$ cat config.mk
export PLATFORM = sky130hd
export DESIGN_NAME = psb_top
export DESIGN_NICKNAME = d
export VERILOG_FILES = /design/src/rtl/psb_pkg.sv /design/src/rtl/psb_ctrl.sv /design/src/rtl/psb_dpath.sv /design/src/rtl/psb_top.sv
export SDC_FILE = /design/constraint.sdc
export NUM_CORES = 1
export LEC_CHECK = 0
export BUFFER_PORTS_ARGS = -buffer_cell sky130_fd_sc_hd__buf_2
export CAP_MARGIN = 15
export CORE_MARGIN = 2
export CORE_UTILIZATION = 43
export DETAILED_ROUTE_END_ITERATION = 12
export HOLD_SLACK_MARGIN = 0.1
export PLACE_DENSITY = 0.95
export RECOVER_POWER = 25
export REMOVE_ABC_BUFFERS = 1
export SYNTH_ARGS = -nofsm -noshare
export SYNTH_HDL_FRONTEND = slang
export SYNTH_SLANG_ARGS = --single-unit
$ cat constraint.sdc
create_clock -name clk -period 1.7 [get_ports clk]
set_input_delay 0.085 -clock clk [delete_from_list [all_inputs] [get_ports clk]]
set_output_delay 0.085 -clock clk [all_outputs]
set_load 0.1 [all_outputs]
$ cat src/rtl/psb_pkg.sv
package psb_pkg;
  parameter int ADDR_W = 3;
  parameter int VAL_W  = 5;
  localparam int CMD_W   = ADDR_W + VAL_W;
  localparam int LEVEL_W = VAL_W + 1;

  typedef struct packed {
    logic             dutyWr;
    logic             resWr;
    logic [VAL_W-1:0] val;
  } cmdStrobe_t;
endpackage

$ cat src/rtl/psb_ctrl.sv
module psb_ctrl
  import psb_pkg::*;
#(
  parameter int RD_W      = 16,
  parameter int DUTY_ADDR = 2,
  parameter int RES_ADDR  = 0
) (
  input  logic             csDispN,
  input  logic             csTouchN,
  input  logic             csAdcN,
  input  logic             wrValid,
  input  logic [CMD_W-1:0] wrData,
  input  logic [RD_W-1:0]  touchRdData,
  input  logic [RD_W-1:0]  adcRdData,
  output logic             touchWrEn,
  output logic             adcWrEn,
  output logic [RD_W-1:0]  rdData,
  output cmdStrobe_t       cmdStb
);
  logic [ADDR_W-1:0] cmdAddr;
  logic              dispWr;

  assign cmdAddr = wrData[CMD_W-1:VAL_W];
  assign dispWr  = wrValid && !csDispN;

  // Broadcast: each selected slave gets the same word.
  assign touchWrEn = wrValid && !csTouchN;
  assign adcWrEn   = wrValid && !csAdcN;

  always_comb begin
    cmdStb.val    = wrData[VAL_W-1:0];
    cmdStb.dutyWr = dispWr && (cmdAddr == ADDR_W'(DUTY_ADDR));
    cmdStb.resWr  = dispWr && (cmdAddr == ADDR_W'(RES_ADDR));
  end

  // Fixed-priority read return; the display side has nothing to send back.
  always_comb begin
    if (!csDispN)       rdData = '0;
    else if (!csTouchN) rdData = touchRdData;
    else if (!csAdcN)   rdData = adcRdData;
    else                rdData = '0;
  end
endmodule

$ cat src/rtl/psb_dpath.sv
module psb_dpath
  import psb_pkg::*;
(
  input  logic               clk,
  input  logic               rstN,
  input  cmdStrobe_t         cmdStb,
  input  logic               blDimN,
  input  logic               blPowerOn,
  output logic [LEVEL_W-1:0] blLevel,
  output logic               blOn,
  output logic               blUpdate,
  output logic               lowResMode
);
  localparam logic [LEVEL_W-1:0] INT_RESET = {1'b1, {VAL_W{1'b0}}};

  logic [VAL_W-1:0]   dutyQ, dutyNxt;
  logic               topQ, topNxt;
  logic               powQ;
  logic [LEVEL_W-1:0] intCur, intNxt;

  assign dutyNxt = cmdStb.dutyWr ? cmdStb.val : dutyQ;
  assign topNxt  = !blDimN;
  assign intCur  = {topQ, dutyQ};
  assign intNxt  = {topNxt, dutyNxt};

  always_ff @(posedge clk or negedge rstN) begin
    if (!rstN) begin
      dutyQ      <= INT_RESET[VAL_W-1:0];
      topQ       <= INT_RESET[LEVEL_W-1];
      powQ       <= 1'b0;
      lowResMode <= 1'b0;
      blLevel    <= '0;
      blOn       <= 1'b0;
      blUpdate   <= 1'b0;
    end else begin
      dutyQ    <= dutyNxt;
      topQ     <= topNxt;
      powQ     <= blPowerOn;
      if (cmdStb.resWr) lowResMode <= (cmdStb.val != '0);
      blLevel  <= blPowerOn ? intNxt : '0;
      blOn     <= blPowerOn && (intNxt != '0);
      blUpdate <= (blPowerOn != powQ) || (blPowerOn && (intNxt != intCur));
    end
  end
endmodule

$ cat src/rtl/psb_top.sv
module psb_top
  import psb_pkg::*;
#(
  parameter int RD_W = 16
) (
  input  logic               clk,
  input  logic               rstN,
  input  logic               csDispN,
  input  logic               csTouchN,
  input  logic               csAdcN,
  input  logic               wrValid,
  input  logic [CMD_W-1:0]   wrData,
  input  logic [RD_W-1:0]    touchRdData,
  input  logic [RD_W-1:0]    adcRdData,
  output logic               touchWrEn,
  output logic               adcWrEn,
  output logic [RD_W-1:0]    rdData,
  input  logic               blDimN,
  input  logic               blPowerOn,
  output logic [LEVEL_W-1:0] blLevel,
  output logic               blOn,
  output logic               blUpdate,
  output logic               lowResMode
);
  cmdStrobe_t cmdStb;

  psb_ctrl #(.RD_W(RD_W)) u_ctrl (
    .csDispN(csDispN), .csTouchN(csTouchN), .csAdcN(csAdcN),
    .wrValid(wrValid), .wrData(wrData),
    .touchRdData(touchRdData), .adcRdData(adcRdData),
    .touchWrEn(touchWrEn), .adcWrEn(adcWrEn), .rdData(rdData),
    .cmdStb(cmdStb)
  );

  psb_dpath u_dpath (
    .clk(clk), .rstN(rstN), .cmdStb(cmdStb),
    .blDimN(blDimN), .blPowerOn(blPowerOn),
    .blLevel(blLevel), .blOn(blOn), .blUpdate(blUpdate),
    .lowResMode(lowResMode)
  );
endmodule

==> flow_metrics.py, run 1 <==
metrics = {
    "timing": {
        "slew_headroom_pct": 46.4,
        "maxSlewViolCount": 0,
        "setup_violations": 0,
        "hold_ws_ps": 181,
        "rsz0062_at_grt": "false",
        "setup_ws_ps": 307,
        "fin_crit_ps": 1390,
        "clock.fmax_mhz": 718,
        "skew_ps": 3.78,
        "fin_tns_setup_ps": 0,
        "worst_pin_slew_ps": 804,
        "post-route-period-util_pct": 81.9,
        "finalHoldViolations": 0,
    },
    "placed_design": {
        "pre_cts_ws_ps": 268,
        "portBuffers": 74,
        "place_area_um2": 1630,
        "dp.cells": 203,
        "place_hpwl_mm": 2.44,
        "gp_congestion": 0.723,
    },
    "logic_synthesis": {
        "yosys_register_bits": 16,
        "yosysWarnings": 0,
        "synth_seq_area_share_pct": 40.0,
        "syn_area_per_cell_um2": 9.75,
        "synth_cell_types": 26,
        "syn_area_um2": 1000,
        "synthCells": 103,
    },
    "cells_and_area": {
        "design_area_um2": 1730,
        "drive_above_1_share_pct": 46.0,
        "final-instance-count-excl-fill": 215,
        "utilization_pct": 78.4,
        "layout_common_cells": "buf_2 (58), nor2b_1 (34), a21oi_1 (15), buf_12 (15), dfrtp_1 (15)",
        "layout.nets": 236,
        "diodes": 0,
        "layout_commonest_cell": "buf_2",
        "areaGrowthSynthToFinish_pct": 72.6,
        "fillers": 142,
    },
    "run": {
        "drv_cap": 0,
    },
    "critical_path": {
        "path_buf_inv": 3,
        "reg2regPathDepth": 4,
        "worst_path_most_repeated_cell": "nor2b_1",
        "cp-end-kind": "output pin",
        "start_kind": "input pin",
        "r2r_start": "u_dpath.dutyQ[4]",
        "required_ps": 1620,
        "crit_family": "buffers and inverters",
        "rr_endpoint": "u_dpath.blUpdate",
        "cp_max_fo": 19,
        "cpMaxStageDelayCell": "buf_2",
        "crit_type": "input pin to output pin",
        "critPathArrivalTime_ps": 1310,
        "cpPeakStageDelay_ps": 270,
        "worst-r2r-setup-slack_ps": 530,
        "crit_chain": "buf_2 -> nor2b_1 -> buf_4 -> a21oi_1 -> nor2b_1 -> buf_12",
    },
    "grt": {
        "grt_pass1_wl_mm": 4.46,
        "overflow": 0,
        "track_usage_pct": 22.3,
        "antenna_found_initial": 0,
        "grt_pass1_vias": 1047,
        "grt_max_degree": 20,
    },
    "cts": {
        "clk_pin_slew_ps": 80,
        "cts_sinks": 16,
        "root_buffer": "clkbuf_4",
        "cts_max_level": 1,
        "cts_resized": 0,
        "cts_tree": "yes",
        "cts_buffers": 3,
        "clk_latency_ps": 270,
        "clock_path_buffers": 2,
    },
    "routing": {
        "drtPass1Iterations": 4,
        "wl_per_cell_um": 14.1,
        "avgViaCountPerCell": 4.87,
        "via_count": 1046,
        "drt_iter0_markers": 12,
        "post-route-drc-count": 0,
        "ant_nets": 0,
        "wirelength_mm": 3.03,
    },
    "die": {
        "core-area_um2": 2210,
        "start_util_pct": 45.4,
        "rows": 17,
        "die_y_um": 52.3,
        "fp.dieW_um": 52.3,
        "design.portCount": 75,
        "die-area_um2": 2740,
    },
    "power_and_ir_drop": {
        "p_total_mw": 1.44,
        "power_density_nw_per_um2": 833,
        "ir_worst_vdd_v": 0.000894,
        "leakage_nw": 0.838,
    },
    "worst_hold_path": {
        "worstHoldEndpoint": "u_dpath.lowResMode",
        "min_path_type": "input pin to flip-flop",
        "min_from": "wrData[6]",
        "hold-path-cell-count": 3,
    },
    "status": {
        "status": "complete, no violations",
    },
}
[worst max-delay path by stage]
| stage | startpoint | endpoint | slack, ps | depth (start not counted) |
|---|---|---|---|---|
| 5_1_grt | csTouchN | rdData[4] | 180 | 6 |
| 6_report | csTouchN | rdData[4] | 310 | 6 |
| 4_1_cts | csTouchN | rdData[4] | 280 | 6 |
| 3_3_place_gp | csDispN | u_dpath.blLevel[4] | 340 | 5 |
| 2_1_floorplan | csTouchN | rdData[0] | -520 | 3 |
| 3_5_place_dp | csDispN | u_dpath.blLevel[3] | 270 | 5 |
[worst reg2reg max path: stages (launching register included)]
cell	delay (ps)
dfrtp_1	420
xor2_1	170
nor3_1	200
a31oi_1	100
o22a_1	170
[final cells by class]
type / count / area (um2) / share of cell area [%]
inverters: 1 / 3.75 / 0.216
well taps: 28 / 35.0 / 2.02
flip-flops and latches: 16 / 402 / 23.2
repair buffers: 83 / 682 / 39.3
multi-input cells: 83 / 586 / 33.8
clock buffers: 4 / 26.3 / 1.52
[layer usage]
layer / wire length [um] / track usage (%) / share of wire (%)
met3: 303 / 5.71 / 10
met2: 1660 / 45.2 / 55
met4: 0 / 5.56 / 0
met1: 1070 / 21.8 / 35
met5: 0 / 0 / 0
[cell usage after synthesis, drive strengths merged]
| cell | n | area (um2) |
|---|---|---|
| a21boi | 1 | 7.51 |
| a21oi | 15 | 75.1 |
| a31oi | 1 | 6.26 |
| and2 | 5 | 31.3 |
| buf | 2 | 10.0 |
| clkbuf | 1 | 3.75 |
| dfrtp | 15 | 375 |
| dfstp | 1 | 26.3 |
| inv | 1 | 3.75 |
| mux2 | 6 | 86.3 |
| nand2 | 2 | 15.0 |
| nand2b | 1 | 6.26 |
| nand3 | 1 | 5.00 |
| nand3b | 1 | 7.51 |
| nand4 | 1 | 6.26 |
| nor2 | 2 | 7.51 |
| nor2b | 35 | 221 |
| nor3 | 3 | 15.0 |
| nor4b | 1 | 23.8 |
| o22a | 1 | 8.76 |
| o311a | 1 | 10.0 |
| xnor2 | 2 | 17.5 |
| xor2 | 4 | 35.0 |
[repair_timing]
item | 4_1_cts | 5_1_grt
hold buffers | 8 | 0
setup buffers | 0 | 0
setup endpoints to repair | 0 | 0
hold endpoints to repair | 24 | 0
[cells by family after synthesis]
logic type,count (synthesis),synth area share [%]
simple gates,52,33.7
compound gates,19,10.7
flops,16,40.0
xor+xnor,6,5.23
mux,6,8.59
buf+inv,4,1.74
[state kept, by name (all words and copies together) (netlist names)]
signal,count
u_dpath.blLevel,6
u_dpath.lowResMode,1
u_dpath.blOn,1
u_dpath.dutyQ,5
u_dpath.blUpdate,1
u_dpath.powQ,1
u_dpath.topQ,1
[where the power goes]
part	internal, mW	switching (mW)
clock	0.0908	0.104
combinational	0.251	0.519
sequential	0.438	0.0407
No activity file was read; power rests on OpenSTA's default activity.
==> inputs of run 2 (changes only) <==
- ABC_AREA: default -> 1
- CORE_UTILIZATION: 43 -> 40
- PLACE_DENSITY: 0.95 -> 0.89
- clock period: 1.7 -> 1.43 ns (I/O delays scaled with it)
==> run 2 against run 1 <==
Effect of this change: wire length grew 8.6%; combinational power grew 16%; first-iteration DRC count shrank 17%; sequential share of layout area shrank 0.12 points; cell area grew 0.51%; clock skew shrank 2.7 ps; critical path type is now input pin to flip-flop; power grew 16%; synthesized cell count grew 41%; hold slack lost 75 ps.
==> flow_metrics.py, run 2 <==
metrics = {
    "status": {
        "status": "complete, no violations",
    },
    "die": {
        "rows": 18,
        "die_y_um": 54.6,
        "core-area_um2": 2450,
        "fp.dieW_um": 54.6,
        "design.portCount": 75,
        "die-area_um2": 2980,
        "start_util_pct": 41.7,
    },
    "critical_path": {
        "cpPeakStageDelay_ps": 540,
        "start_kind": "input pin",
        "cp-end-kind": "flip-flop",
        "critPathArrivalTime_ps": 1400,
        "cp_max_fo": 5,
        "crit_path_start": "blDimN",
        "required_ps": 1600,
        "crit_type": "input pin to flip-flop",
        "path_buf_inv": 2,
        "cp.depth": 8,
        "rr_endpoint": "u_dpath.blUpdate",
        "reg2regPathDepth": 6,
        "worst-r2r-setup-slack_ps": 300,
        "crit_family": "buffers and inverters",
        "cpMaxStageDelayCell": "dlygate4sd3_1",
        "r2r_start": "u_dpath.topQ",
        "crit_chain": "dlygate4sd3_1 -> buf_2 -> a21boi_0 -> o211ai_1 -> nor2_1 -> nand2_1 -> nor2_1 -> a21oi_1",
        "worst_path_most_repeated_cell": "nor2_1",
    },
    "worst_hold_path": {
        "min_from": "wrData[6]",
        "min_path_type": "input pin to flip-flop",
        "worstHoldEndpoint": "u_dpath.lowResMode",
        "hold-path-cell-count": 4,
    },
    "cts": {
        "cts_setup_buffers": 0,
        "cts_sinks": 16,
        "clk_pin_slew_ps": 90,
        "root_buffer": "clkbuf_4",
        "cts_tree": "yes",
        "clk_latency_ps": 280,
        "clock_path_buffers": 2,
        "cts_max_level": 1,
        "cts_buffers": 3,
    },
    "power_and_ir_drop": {
        "clockPowerShare_pct": 14.2,
        "p_total_mw": 1.67,
        "netSwitchingFraction_pct": 48.3,
        "leakage_nw": 0.920,
        "power_density_nw_per_um2": 960,
        "power_frac_seq_pct": 32.5,
        "p_switching_uw": 808,
        "p_int_uw": 866,
        "p_comb_share_pct": 53.3,
        "ir_worst_vdd_v": 0.000974,
    },
    "timing": {
        "clock.fmax_mhz": 813,
        "post-route-period-util_pct": 86.0,
        "setup_violations": 0,
        "fin_tns_setup_ps": 0,
        "fin_crit_ps": 1230,
        "finalHoldViolations": 0,
        "rsz0062_at_grt": "false",
        "skew_ps": 1.09,
        "hold_ws_ps": 106,
        "worst_pin_slew_ps": 846,
        "maxSlewViolCount": 0,
        "setup_ws_ps": 200,
        "slew_headroom_pct": 43.6,
    },
    "cells_and_area": {
        "regMostFlops": "u_dpath.blLevel",
        "layout.nets": 274,
        "diodes": 0,
        "largest_register_ffs": 6,
        "layout_commonest_cell": "buf_2",
        "top_regs": "u_dpath.blLevel (6), u_dpath.dutyQ (5)",
        "drive_above_1_share_pct": 40.0,
        "areaGrowthSynthToFinish_pct": 70.3,
        "design_area_um2": 1740,
        "fillers": 203,
        "layout_common_cells": "buf_2 (57), nand2_1 (30), nand3_1 (22)",
    },
    "logic_synthesis": {
        "ys_top_cells_by_area": "dfrtp_1 (37%), nand2_1 (11%), nand3_1 (11%)",
        "synth_most_common_cell": "nand2_1",
        "syn_area_per_cell_um2": 7.06,
        "synth_top_cell_area_share_pct": 36.7,
        "synthFlopType": "dfrtp_1",
        "synth_cell_types": 23,
        "ys_async_sr_fraction_pct": 100,
        "syn_area_um2": 1020,
        "synth_common_cells": "nand2_1 (30), nand3_1 (22), a21oi_1 (17), nor2_1 (17)",
        "yosysTopAreaCell": "dfrtp_1",
        "synth_edf_count": 0,
        "synth_seq_area_share_pct": 39.2,
        "synthCells": 145,
        "yosysWarnings": 0,
        "yosys_register_bits": 16,
    },
    "grt": {
        "grt_max_degree": 19,
        "overflow": 0,
        "antenna_found_initial": 0,
        "track_usage_pct": 21.3,
        "grt_pass1_vias": 1123,
        "grt_pass1_wl_mm": 4.51,
    },
    "placed_design": {
        "portBuffers": 74,
        "place_area_um2": 1660,
        "place_hpwl_mm": 2.49,
        "gp_congestion": 0.756,
        "pre_cts_ws_ps": 214,
    },
    "run": {
        "drv_cap": 0,
    },
    "routing": {
        "via_count": 1279,
        "wl_per_cell_um": 12.9,
        "avgViaCountPerCell": 5.02,
        "ant_nets": 0,
        "wirelength_mm": 3.29,
        "drt_iter0_markers": 10,
        "drtPass1Iterations": 4,
        "post-route-drc-count": 0,
    },
}
run 2: metal layers:
| layer | global-route usage [%] | vias up | routed length, um |
|---|---|---|---|
| met3 | 3.01 | 4 | 278 |
| met5 | 0 | - | 0 |
| met1 | 18.9 | 584 | 1200 |
| li1 | - | 632 | - |
| met4 | 8.75 | 0 | 36 |
| met2 | 45.2 | 59 | 1780 |
run 2: how the worst max path moves through the flow:
stage / endpoint / slack (ps)
floorplan: rdData[0] / -530
global placement: rdData[4] / 250
detailed placement: rdData[4] / 210
CTS: u_dpath.blUpdate / 210
global route: u_dpath.blUpdate / 50
finish: u_dpath.blUpdate / 200
run 2: final cells by class:
type / instances / area, um2 / share of cell area (%)
Inverter: 19 / 72.6 / 4.16
Sequential cell: 16 / 402 / 23.0
Tap cell: 30 / 37.5 / 2.15
Timing Repair Buffer: 81 / 677 / 38.8
Clock buffer: 4 / 26.3 / 1.51
Multi-Input combinational cell: 105 / 528 / 30.3
run 2: power by group through the flow:
stage          Sequential (mW)  Combinational, mW  Clock, mW
6_report                 0.544              0.893      0.237
5_1_grt                  0.550              0.941      0.268
4_1_cts                  0.543              0.891      0.242
3_5_place_dp             0.550              0.876          0
3_3_place_gp             0.547              0.864          0
2_1_floorplan            0.768              0.374          0
run 2: repair_timing:
item                      in CTS  in global routing
resized for setup              0                  0
hold endpoints to repair      23                  0
hold buffers                   6                  0
run 2: stage by stage:
step	util, %	cells
floorplan	-	140
global placement	67.5	245
detailed placement	67.5	245
CTS	71.0	255
global route	71.0	255
finish	71.0	255
run 2: worst min-delay path, delay by kind of cell:
kind	cells	cell delay [ps]
buf+inv	1	90
compound gates	1	70
simple gates	2	110
run 2: logic make-up after synthesis:
group	share of synthesized area (%)
compound gates	12.8
simple gates	38.8
buf+inv	9.17
flops	39.2
